<file path="config.mk">
export PLATFORM = sky130hd
export DESIGN_NAME = sram_dcd_top
export DESIGN_NICKNAME = d
export VERILOG_FILES = /design/src/rtl/sram_dcd_pkg.sv /design/src/rtl/sram_cmd_decode.sv /design/src/rtl/sram_core.sv /design/src/rtl/sram_out_pipe.sv /design/src/rtl/sram_dcd_top.sv
export SDC_FILE = /design/constraint.sdc
export NUM_CORES = 1
export LEC_CHECK = 0
export ABC_AREA = 1
export CELL_PAD_IN_SITES_DETAIL_PLACEMENT = 1
export CELL_PAD_IN_SITES_GLOBAL_PLACEMENT = 2
export CORE_ASPECT_RATIO = 1.4
export CORE_UTILIZATION = 45
export CTS_BUF_LIST = sky130_fd_sc_hd__clkbuf_4 sky130_fd_sc_hd__clkbuf_8 sky130_fd_sc_hd__clkbuf_16
export DETAILED_ROUTE_END_ITERATION = 8
export PLACE_DENSITY_LB_ADDON = 0.1
export SYNTH_ARGS = -nofsm -noshare
export SYNTH_HDL_FRONTEND = slang
export SYNTH_SLANG_ARGS = --single-unit
</file>
<file path="constraint.sdc">
create_clock -name clk -period 3.05 [get_ports clk]
set_clock_uncertainty 0.2 [all_clocks]
set_input_delay 0.305 -clock clk [delete_from_list [all_inputs] [get_ports clk]]
set_output_delay 0.305 -clock clk [all_outputs]
set_load 0.005 [all_outputs]
</file>
<file path="src/rtl/sram_dcd_pkg.sv">
package sram_dcd_pkg;

  typedef enum logic [1:0] {
    CMD_IDLE  = 2'd0,
    CMD_READ  = 2'd1,
    CMD_WRITE = 2'd2
  } cmd_e;

  // Chip is addressed only for the one legal enable combination.
  function automatic logic chip_hit(input logic a_n, input logic b, input logic c_n);
    return (!a_n) && b && (!c_n);
  endfunction

endpackage

</file>
<file path="src/rtl/sram_cmd_decode.sv">
module sram_cmd_decode
  import sram_dcd_pkg::*;
#(
  parameter int LANES = 2
) (
  input  logic             clk,
  input  logic             rst_n,
  input  logic             sel_a_n,
  input  logic             sel_b,
  input  logic             sel_c_n,
  input  logic             sleep,
  input  logic             wr_all_n,
  input  logic             wr_lane_en_n,
  input  logic [LANES-1:0] lane_sel_n,
  output logic             rd_go,
  output logic             wr_go,
  output logic [LANES-1:0] wr_lanes,
  output cmd_e             cmd
);

  logic             hit;
  logic [LANES-1:0] lane_pick;
  logic             lane_wr;

  assign hit       = chip_hit(sel_a_n, sel_b, sel_c_n) && !sleep;
  assign lane_pick = wr_lane_en_n ? '0 : ~lane_sel_n;
  assign lane_wr   = |lane_pick;

  always_comb begin
    cmd = CMD_IDLE;
    if (hit) begin
      if (!wr_all_n || lane_wr) cmd = CMD_WRITE;
      else                      cmd = CMD_READ;
    end
  end

  assign rd_go = (cmd == CMD_READ);
  assign wr_go = (cmd == CMD_WRITE);

  generate
    for (genvar g = 0; g < LANES; g++) begin : g_lane_mask
      assign wr_lanes[g] = wr_go && (!wr_all_n || lane_pick[g]);
    end
  endgenerate


  desel_quiet_chk: assert property (@(posedge clk) disable iff (!rst_n)
    !(!sel_a_n && sel_b && !sel_c_n) |-> (!rd_go && !wr_go && wr_lanes == '0));


  sleep_quiet_chk: assert property (@(posedge clk) disable iff (!rst_n)
    sleep |-> (!rd_go && wr_lanes == '0));


  gw_all_chk: assert property (@(posedge clk) disable iff (!rst_n)
    (wr_go && !wr_all_n) |-> ($countones(wr_lanes) == LANES));


  rw_excl_chk: assert property (@(posedge clk) disable iff (!rst_n)
    !(rd_go && wr_go));

endmodule

</file>
<file path="src/rtl/sram_core.sv">
module sram_core #(
  parameter int ADDR_W = 6,
  parameter int LANES  = 2,
  parameter int LANE_W = 9
) (
  input  logic                      clk,
  input  logic                      rd_go,
  input  logic [LANES-1:0]          wr_lanes,
  input  logic [ADDR_W-1:0]         addr,
  input  logic [LANES*LANE_W-1:0]   wdata,
  output logic [LANES*LANE_W-1:0]   rdata
);

  localparam int DEPTH = 1 << ADDR_W;

  generate
    for (genvar g = 0; g < LANES; g++) begin : g_lane
      logic [LANE_W-1:0] mem [DEPTH];
      logic [LANE_W-1:0] rd_q;

      always_ff @(posedge clk) begin
        if (wr_lanes[g]) mem[addr] <= wdata[g*LANE_W +: LANE_W];
      end

      always_ff @(posedge clk) begin
        if (rd_go) rd_q <= mem[addr];
      end

      assign rdata[g*LANE_W +: LANE_W] = rd_q;
    end
  endgenerate

endmodule

</file>
<file path="src/rtl/sram_out_pipe.sv">
module sram_out_pipe #(
  parameter int DW = 18
) (
  input  logic          clk,
  input  logic          rst_n,
  input  logic          rd_go,
  input  logic [DW-1:0] core_data,
  input  logic          pipe_mode,
  input  logic          oe_n,
  input  logic          sleep,
  output logic [DW-1:0] rdata,
  output logic          rdata_vld
);

  logic          s1_vld;
  logic          s2_vld;
  logic [DW-1:0] s2_data;
  logic          path_vld;
  logic [DW-1:0] path_data;
  logic          drv_en;

  // Stage 1 follows every command: reads set it, deselects and writes clear it.
  always_ff @(posedge clk or negedge rst_n) begin
    if (!rst_n) begin
      s1_vld <= 1'b0;
      s2_vld <= 1'b0;
    end else begin
      s1_vld <= rd_go;
      s2_vld <= s1_vld;
    end
  end

  always_ff @(posedge clk) begin
    s2_data <= core_data;
  end

  assign path_vld  = pipe_mode ? s2_vld  : s1_vld;
  assign path_data = pipe_mode ? s2_data : core_data;
  assign drv_en    = !oe_n && !sleep;
  assign rdata_vld = path_vld && drv_en;
  assign rdata     = rdata_vld ? path_data : '0;


  dcd_off_chk: assert property (@(posedge clk) disable iff (!rst_n)
    (pipe_mode && !$past(rd_go, 2)) |-> !rdata_vld);


  dcd_hold_chk: assert property (@(posedge clk) disable iff (!rst_n)
    (pipe_mode && $past(rd_go, 2) && !oe_n && !sleep) |-> rdata_vld);


  flow_vld_chk: assert property (@(posedge clk) disable iff (!rst_n)
    (!pipe_mode && $past(rd_go) && !oe_n && !sleep) |-> rdata_vld);


  oe_off_chk: assert property (@(posedge clk) disable iff (!rst_n)
    oe_n |-> (!rdata_vld && rdata == '0));


  zero_idle_chk: assert property (@(posedge clk) disable iff (!rst_n)
    !rdata_vld |-> (rdata == '0));

endmodule

</file>
<file path="src/rtl/sram_dcd_top.sv">
module sram_dcd_top
  import sram_dcd_pkg::*;
#(
  parameter int ADDR_W = 6,
  parameter int LANES  = 2,
  parameter int LANE_W = 9
) (
  input  logic                    clk,
  input  logic                    rst_n,
  input  logic                    sel_a_n,
  input  logic                    sel_b,
  input  logic                    sel_c_n,
  input  logic [ADDR_W-1:0]       addr,
  input  logic                    wr_all_n,
  input  logic                    wr_lane_en_n,
  input  logic [LANES-1:0]        lane_sel_n,
  input  logic [LANES*LANE_W-1:0] wdata,
  input  logic                    pipe_mode,
  input  logic                    oe_n,
  input  logic                    sleep,
  output logic [LANES*LANE_W-1:0] rdata,
  output logic                    rdata_vld
);

  localparam int DW = LANES * LANE_W;

  logic             rd_go;
  logic             wr_go;
  logic [LANES-1:0] wr_lanes;
  cmd_e             cmd;
  logic [DW-1:0]    core_data;

  sram_cmd_decode #(.LANES(LANES)) u_dec (
    .clk          (clk),
    .rst_n        (rst_n),
    .sel_a_n      (sel_a_n),
    .sel_b        (sel_b),
    .sel_c_n      (sel_c_n),
    .sleep        (sleep),
    .wr_all_n     (wr_all_n),
    .wr_lane_en_n (wr_lane_en_n),
    .lane_sel_n   (lane_sel_n),
    .rd_go        (rd_go),
    .wr_go        (wr_go),
    .wr_lanes     (wr_lanes),
    .cmd          (cmd)
  );

  sram_core #(.ADDR_W(ADDR_W), .LANES(LANES), .LANE_W(LANE_W)) u_core (
    .clk      (clk),
    .rd_go    (rd_go),
    .wr_lanes (wr_lanes),
    .addr     (addr),
    .wdata    (wdata),
    .rdata    (core_data)
  );

  sram_out_pipe #(.DW(DW)) u_out (
    .clk       (clk),
    .rst_n     (rst_n),
    .rd_go     (rd_go),
    .core_data (core_data),
    .pipe_mode (pipe_mode),
    .oe_n      (oe_n),
    .sleep     (sleep),
    .rdata     (rdata),
    .rdata_vld (rdata_vld)
  );


  wr_no_out_chk: assert property (@(posedge clk) disable iff (!rst_n)
    (!pipe_mode && $past(wr_go)) |-> !rdata_vld);

endmodule

</file>
==> impl_metrics.env <==
export IMPL_drc=0
export IMPL_final_antenna_net_count=0
export IMPL_area_growth_synth_to_final_pct=14.9
export IMPL_via_count=34900
export IMPL_finalMaxSlewViolations=0
export IMPL_max_stage_delay_ps=510
export IMPL_cts_root_buf="clkbuf_16"
export IMPL_path_class="reg2out"
export IMPL_core_area_um2=111000
export IMPL_grt_antenna_before_repair=8
export IMPL_utilization=0.524
export IMPL_fin_crit_sh=0.951
export IMPL_grt_setup_unrepaired="false"
export IMPL_whs_ps=46.7
export IMPL_fin_crit_ps=2900
export IMPL_cap_violations=0
export IMPL_cp_num_buf_inv=4
export IMPL_synth_cell_type_count=27
export IMPL_clockBufferDepth=3
export IMPL_h_tree_depth=3
export IMPL_final_setup_viol_count=0
export IMPL_track_usage=0.270
export IMPL_crit_path_end_kind="output pin"
export IMPL_crit_path_start_kind="register"
export IMPL_sw_frac_of_total=0.228
export IMPL_yosys_register_bits=1190
export IMPL_clkPwrFrac=0.419
export IMPL_relSlewSlack=0.345
export IMPL_final_fill_count=12100
export IMPL_worstMarginPinSlew_ps=983
export IMPL_irDropWorstVdd_mv=0.550
export IMPL_die_height_um=398
export IMPL_crit_path_cell_trace="nor2_1, nor4_2, buf_4, inv_2, buf_4, a21oi_1, clkdlybuf4s50_1"
export IMPL_drtIter0Drc=2092
export IMPL_start_util=0.456
export IMPL_grt_overflow=0
export IMPL_synth_area_leaders="edfxtp_1, nand2_1, nor3_1"
export IMPL_grt_max_degree=111
export IMPL_port_buffers=54
export IMPL_grt_pass1_vias=36500
export IMPL_netlist_area_um2=50400
export IMPL_cellPowerDensity_nw_per_um2=601
export IMPL_gp_congestion=0.802
export IMPL_firstDrtPassIters=5
export IMPL_clk_pin_slew_worst_paths_ps=60
export IMPL_cp_top_family="buffers and inverters"
export IMPL_outcome="completed"
export IMPL_power_switching_uw=7920
export IMPL_tns_ps=0
export IMPL_syn_inst=4962
export IMPL_drive_above_1_share=0.100
export IMPL_crit_top_cell="buf_4"
export IMPL_fmax_ghz=0.345
export IMPL_synth_area_per_cell_um2=10.2
export IMPL_placed_cell_area_um2=53900
export IMPL_hold_viol=0
export IMPL_postCtsSetupRepairBufs=0
export IMPL_cp_max_fo=3
export IMPL_synthesis_nets=4998
export IMPL_final_area_um2=57900
export IMPL_wl_per_cell_um=22.5
export IMPL_r2r_setup_slack_ps=1100
export IMPL_worstPathRequired_ps=2540
export IMPL_row_count=144
export IMPL_ioPinCount=55
export IMPL_multiInputGateArea_um2=13400
export IMPL_regArea_um2=35500
export IMPL_clk_latency_ps=730
export IMPL_hpwl_um=94400
export IMPL_vias_per_cell=5.19
export IMPL_cts_buffers=115
export IMPL_num_nets_final=5195
export IMPL_dieArea_um2=113000
export IMPL_critical_path_arrival_ps=2400
export IMPL_hold_class="in2reg"
export IMPL_clock_sinks=1190
export IMPL_yosysSeqAreaShare=0.705
export IMPL_synth_warnings=0
export IMPL_synth_largest_area_cell="edfxtp_1"
export IMPL_die_w_um=285
export IMPL_p_int_uw=26900
export IMPL_p_leak_uw=0.0245
export IMPL_wl_um=151000
export IMPL_cts_tree="yes"
export IMPL_seq_power_share=0.516
export IMPL_synth_top_area_frac=0.697
export IMPL_grt_pass1_wl_um=227000
export IMPL_comb_power_share=0.065
export IMPL_cp_slowest_cell="clkdlybuf4s50_1"
## cell usage after synthesis
master,count
nor4_1,2
nor3b_1,1
inv_2,15
nand3_1,7
buf_6,8
nor3_2,1
edfxtp_1,1170
buf_1,30
clkinv_1,1
nor2_1,47
or2_1,1
dfrtp_1,2
nor3_4,7
nor2_2,3
o211ai_1,5
nand2_2,4
buf_4,33
o21ai_0,3
or2_2,5
nor3_1,128
dfxtp_1,18
o21ai_1,6
nand2_1,3236
inv_1,16
a21oi_1,18
clkbuf_1,70
buf_2,125
## through the flow
stage / total power [uW] / std cells / setup WS, ps
after detailed placement: 20600 / 6489 / 183
after CTS: 35100 / 6717 / 7.02
final: 34800 / 6721 / 148
after global routing: 35800 / 6717 / 26.6
after floorplan: 19500 / 4962 / 279
after global placement: 20500 / 6489 / 228
## flip-flops by register name (all words and copies together), names as in the netlist
| signal | flops |
|---|---|
| u_out.s1_vld | 1 |
| u_core.g_lane.mem | 1152 |
| u_core.g_lane.rd_q | 18 |
| u_out.s2_vld | 1 |
| u_out.s2_data | 18 |
## power by group through the flow
stage | registers [uW] | logic, uW | clock network [uW]
detailed placement | 18300 | 2260 | 0
global placement | 18300 | 2220 | 0
CTS | 18000 | 2290 | 14900
finish | 18000 | 2250 | 14600
floorplan | 18300 | 1160 | 0
global route | 18000 | 2470 | 15300
## worst register-to-register path, cell delays in order, from the launching register on
cell and delay [ps]:
edfxtp_1 410, or2_2 300, nand3_1 100, nand2_1 70, o21ai_1 290, nand2_1 110, nor2_1 180, nand2_1 70
## metal layers
layer / up-vias / routed length, um / track usage
met5: - / 41 / 0
met4: 6 / 3790 / 0.0764
met3: 188 / 5790 / 0.0323
met2: 591 / 80700 / 0.500
met1: 17600 / 61100 / 0.328
li1: 16500 / - / -
## layout make-up
class                   count  area share
flip-flops and latches   1190       0.614
multi-input cells        3474       0.232
repair buffers            346      0.0545
clock buffers             137      0.0531
well taps                1460      0.0315
clock inverters            78      0.0130
inverters                  32     0.00242
diodes                      4    0.000173
## cells in the final DEF (no fill, tap or decap), drive strengths merged, types with 7 or more instances in the layout
cell type      count
a21oi             18
buf              300
bufinv            14
clkbuf           137
clkdlybuf4s50     16
clkinv            55
clkinvlp           8
dfxtp             18
dlygate4sd3       13
dlymetal6s2s      17
edfxtp          1170
inv               33
nand2           3240
nand3              7
nor2              50
nor3             136
o21ai              9
## cells by family (layout without fill, tap and decap cells)
group	count (synthesis)	after routing	share of synthesized area
flops	1190	1190	0.705
buf+inv	298	593	0.0289
compound gates	32	32	0.00343
simple gates	3442	3442	0.262
other cells	0	4	0
## timing repair
item / 4_1_cts / 5_1_grt
resized for setup: 1 / 17
gates cloned: 0 / 0
pin swaps: 0 / 0
endpoints found under the hold margin: 293 / 0
hold buffers: 13 / 0
setup endpoints to repair: 16 / 17
## worst paths after layout
kind,startpoint,endpoint,depth (start not counted)
setup / recovery,u_out.s1_vld,rdata[8],7
max in group asynchronous,rst_n,u_out.s1_vld,2
hold reg to reg,u_out.s1_vld,u_out.s2_vld,0
hold / removal,wdata[11],u_core.g_lane[1].mem[61][2],1
setup reg to reg,u_core.g_lane[1].mem[24][7],u_core.g_lane[1].rd_q[7],7
min in group asynchronous,rst_n,u_out.s2_vld,2
Note: power is estimated with default switching activity, not from simulation.
